==> src/rtl/mash_duty_trunc.sv <==
module mash_duty_trunc #(
  parameter int IN_W  = 11,
  parameter int OUT_W = 6
) (
  input  logic             clk,
  input  logic             rst_n,
  input  logic             upd,
  input  logic [IN_W-1:0]  duty_in,
  output logic [OUT_W-1:0] duty_out
);
  localparam int FW = IN_W - OUT_W;
  localparam int SW = OUT_W + 3;
  localparam logic [SW-1:0] TOP = SW'((1 << OUT_W) - 1);

  logic [FW-1:0]    acc1, acc2;
  logic             c2_d;
  logic [FW:0]      s1, s2;
  logic             c1, c2;
  logic [OUT_W-1:0] hi;
  logic [SW-1:0]    sum;
  logic [OUT_W-1:0] sat;

  assign hi = duty_in[IN_W-1:FW];
  assign s1 = {1'b0, acc1} + {1'b0, duty_in[FW-1:0]};
  assign c1 = s1[FW];
  assign s2 = {1'b0, acc2} + {1'b0, s1[FW-1:0]};
  assign c2 = s2[FW];
  assign sum = {3'b000, hi} + SW'(c1) + SW'(c2) - SW'(c2_d);

  always_comb begin
    if (sum[SW-1])      sat = '0;
    else if (sum > TOP) sat = TOP[OUT_W-1:0];
    else                sat = sum[OUT_W-1:0];
  end

  always_ff @(posedge clk) begin
    if (!rst_n) begin
      acc1     <= '0;
      acc2     <= '0;
      c2_d     <= 1'b0;
      duty_out <= '0;
    end else if (upd) begin
      acc1     <= s1[FW-1:0];
      acc2     <= s2[FW-1:0];
      c2_d     <= c2;
      duty_out <= sat;
    end
  end

  p_hold_r2: assert property (@(posedge clk) disable iff (!rst_n)
    !upd |=> $stable(duty_out));

  p_carry_hold_r4: assert property (@(posedge clk) disable iff (!rst_n)
    !upd |=> $stable(c2_d));

  p_window_r5: assert property (@(posedge clk) disable iff (!rst_n)
    upd |=> ({3'b000, duty_out} + SW'(1) >= {3'b000, $past(hi)}) &&
            ({3'b000, duty_out} <= {3'b000, $past(hi)} + SW'(2)));

  p_floor_r6: assert property (@(posedge clk) disable iff (!rst_n)
    (upd && hi == '0) |=> duty_out <= OUT_W'(2));

  p_ceiling_r7: assert property (@(posedge clk) disable iff (!rst_n)
    (upd && hi == TOP[OUT_W-1:0]) |=> duty_out >= TOP[OUT_W-1:0] - OUT_W'(1));
endmodule

==> config.mk <==
export PLATFORM = sky130hd
export DESIGN_NAME = mash_duty_trunc
export DESIGN_NICKNAME = d
export VERILOG_FILES = /design/src/rtl/mash_duty_trunc.sv
export SDC_FILE = /design/constraint.sdc
export NUM_CORES = 1
export LEC_CHECK = 0
export ABC_CLOCK_PERIOD_IN_PS = 5520
export BUFFER_PORTS_ARGS = -buffer_cell sky130_fd_sc_hd__buf_2
export CORE_ASPECT_RATIO = 0.7
export CORE_MARGIN = 4
export CORE_UTILIZATION = 60
export CTS_CLUSTER_DIAMETER = 100
export DETAILED_ROUTE_END_ITERATION = 7
export GPL_TIMING_DRIVEN = 0
export PLACE_DENSITY = 0.87
export SLEW_MARGIN = 20
export SYNTH_ARGS = -nofsm -noshare
export SYNTH_HDL_FRONTEND = slang
export SYNTH_SLANG_ARGS = --single-unit
==> constraint.sdc <==
create_clock -name clk -period 5.52 [get_ports clk]
set_input_delay 0.276 -clock clk [delete_from_list [all_inputs] [get_ports clk]]
set_output_delay 0.276 -clock clk [all_outputs]
set_load 0.1 [all_outputs]
==> results.md <==
- Status: finished, final reports clean
- 1st-iter DRT viols: 52
- Startpoint types: flop
- GPL Wtd Cong: 0.840
- Power Total: 469 uW
- Worst r2r src: acc1[0]$_SDFFE_PN0P_
- Register area share after synthesis: 0.268
- Final Skew: 0.00115 ns
- Fin nets: 197
- Hold slack: 0.282 ns
- Final Hold Viols: 0
- CTS tree: built
- Site Rows: 13
- Num CTS Buffers: 3
- Crit path to: duty_out[5]$_SDFFE_PN0P_
- Cts repair resizes: 0
- EDFF count, synth: 0
- MaxCap Viol Count: 0
- Leak: 0.000689 uW
- Pwr dens: 332 mW/mm^2
- Vias in the first global route: 1110
- RSZ-0062 raised after global routing: no
- CTS sink cnt: 17
- Clock insertion delay at the later pin of the skew report: 0.29 ns
- Syn-to-layout area delta: 11.3%
- Final WL: 2810 microns
- Initial core utilization: 0.655
- Post-DP Area: 0.00139 sq mm
- Crit Path Category: flop to flop
- Achievable frequency: 245 MHz
- Fraction of registers with async set/reset: 0
- CP Max Fanout: 6
- Worst-path clk slew: 0.10 ns
- H-tree depth: 1
- Hold Crit Class: input pin to flop
- Antenna Cells: 0
- Crit end category: flop
- # hold bufs at CTS: 0
- Launch point of the worst path: acc1[0]$_SDFFE_PN0P_
- Setup bufs post-CTS: 0
- Final setup fails: 0
- Synthesized flop and latch total: 17
- Post-DP HPWL: 2300 microns
- Remaining global-route overflow: 0
- Design Area, Final: 0.00141 sq mm
- Vias/cell: 6.07
- Critical Path AT: 4.24 ns
- Distinct cells, synth: 30
- Data required time of the critical path: 5.68 ns
- DR vias: 1110
- Total core area: 0.00194 sq mm
- Longest Clk Path Bufs: 2
- Mapped Avg Cell Area: 9.13 sq um
- Synth Cell Area: 0.00127 sq mm
- Share of cells above drive strength 1: 0.174
- Slew margin rel.: 0.668
- Final slew viol count: 0
- Root buf cell: clkbuf_4
- Final ANT Viol Nets: 0
- Residual DRC: 0
- First-pass GRT wire length: 4850 microns
- Maximum vdd drop: 0.237 mV
- Setup TNS: 0 ns
- Crit share post-route: 0.739
- Fin crit period: 4.08 ns
- Reg2reg end: duty_out[5]$_SDFFE_PN0P_
- WL/cell: 15.4 microns
- Die outline area: 0.00293 sq mm
- Total track usage: 0.216
- Top FF cell, synth: dfxtp_1
- Pre-antenna DRT Iters: 4
- Most frequent cells in the layout: buf_2 (19), ha_1 (17), dfxtp_1 (17)
- Port Buffers: 18
- Syn Inst Count: 139
- Yosys Warn Count: 0
- HP Start: rst_n
- Synth Net Count: 174
- Worst Reg-to-Reg Cells: 14
- Worst-Margin Slew: 0.498 ns
- Largest net degree at the start of global routing: 11
- Commonest non-fill, non-tap cell in the layout: buf_2
- Die X: 63.0 microns
- Initial antenna violation count: 0
- Hold Crit Depth: 3
- Die span in y: 46.5 microns
- Setup slack, reg-to-reg: 1.44 ns
- Top Ports: 20
-- final cells by class --
class                      instances  area, sq um
fill                             132          523
inverter                          12         45.0
clock buffer                       4         26.3
buffer                             3         12.5
tap                               22         27.5
timing repair buffer              18         90.1
multi-input combinational        107          871
sequential                        17          340
-- metrics by stage --
step           std cells  worst slack (ns)   util
6_report             183              1.44  0.730
2_1_floorplan        139              1.93      -
3_5_place_dp         179              1.42  0.716
5_1_grt              183              1.25  0.730
4_1_cts              183              1.49  0.730
3_3_place_gp         179              1.54  0.716
-- power by group --
group / internal (uW) / leakage (uW) / total, uW / switching, uW
Clock: 28.1 / 0.0000150 / 67.3 / 39.1
Combinational: 95.7 / 0.000533 / 244 / 149
Sequential: 144 / 0.000140 / 157 / 13.4
-- worst min path at each step --
| stage | endpoint | slack (ns) |
|---|---|---|
| floorplan | duty_out[2]$_SDFFE_PN0P_ | 0.42 |
| global placement | acc2[2]$_SDFFE_PN0P_ | 0.48 |
| detailed placement | acc1[2]$_SDFFE_PN0P_ | 0.49 |
| CTS | duty_out[2]$_SDFFE_PN0P_ | 0.27 |
| global route | duty_out[3]$_SDFFE_PN0P_ | 0.31 |
| finish | duty_out[2]$_SDFFE_PN0P_ | 0.28 |
-- logic make-up after synthesis --
family                   synth area share
AO/OA/AOI/OAI                       0.233
AND/OR/NAND/NOR                     0.111
adder cells (fa/ha/maj)             0.231
flip-flops                          0.268
buffers and inverters              0.0454
multiplexers                       0.0631
XOR/XNOR                           0.0483
-- state kept, by name (all words and copies together), names as in the netlist --
name,count
acc1,5
acc2,5
c2_d,1
duty_out,6
-- Yosys cell counts (all sizes together), types with 3 or more instances --
library cell	n	share of area
dfxtp	17	0.27
ha	17	0.17
nor2	16	0.047
a21oi	14	0.055
inv	12	0.036
mux2i	8	0.063
o21ai	6	0.027
xnor2	5	0.035
a21o	4	0.024
a311oi	4	0.041
fa	4	0.063
nand2	4	0.012
nand2b	4	0.020
nor2b	4	0.020
a211oi	3	0.022
o21a	3	0.019
o21bai	3	0.018
-- routing by layer --
layer  global-route usage  vias to the layer above  part of all wire
li1                     -                      535                 -
met2                0.398                       35              0.49
met1                0.249                      534              0.44
met5                    0                        -                 0
met3               0.0610                        6             0.058
met4               0.0658                        0            0.0078
-- critical path: stages (launching register included) --
cell,delay [ns]
dfxtp_1,0.32
ha_1,0.21
fa_1,0.41
xor2_1,0.18
ha_1,0.35
a21oi_1,0.15
o21bai_1,0.16
a21oi_1,0.12
fa_1,0.45
fa_1,0.39
nand2b_1,0.22
a211oi_2,0.32
nor3_1,0.13
a311oi_4,0.38
a41oi_2,0.16
(Power assumes the default switching activity.)
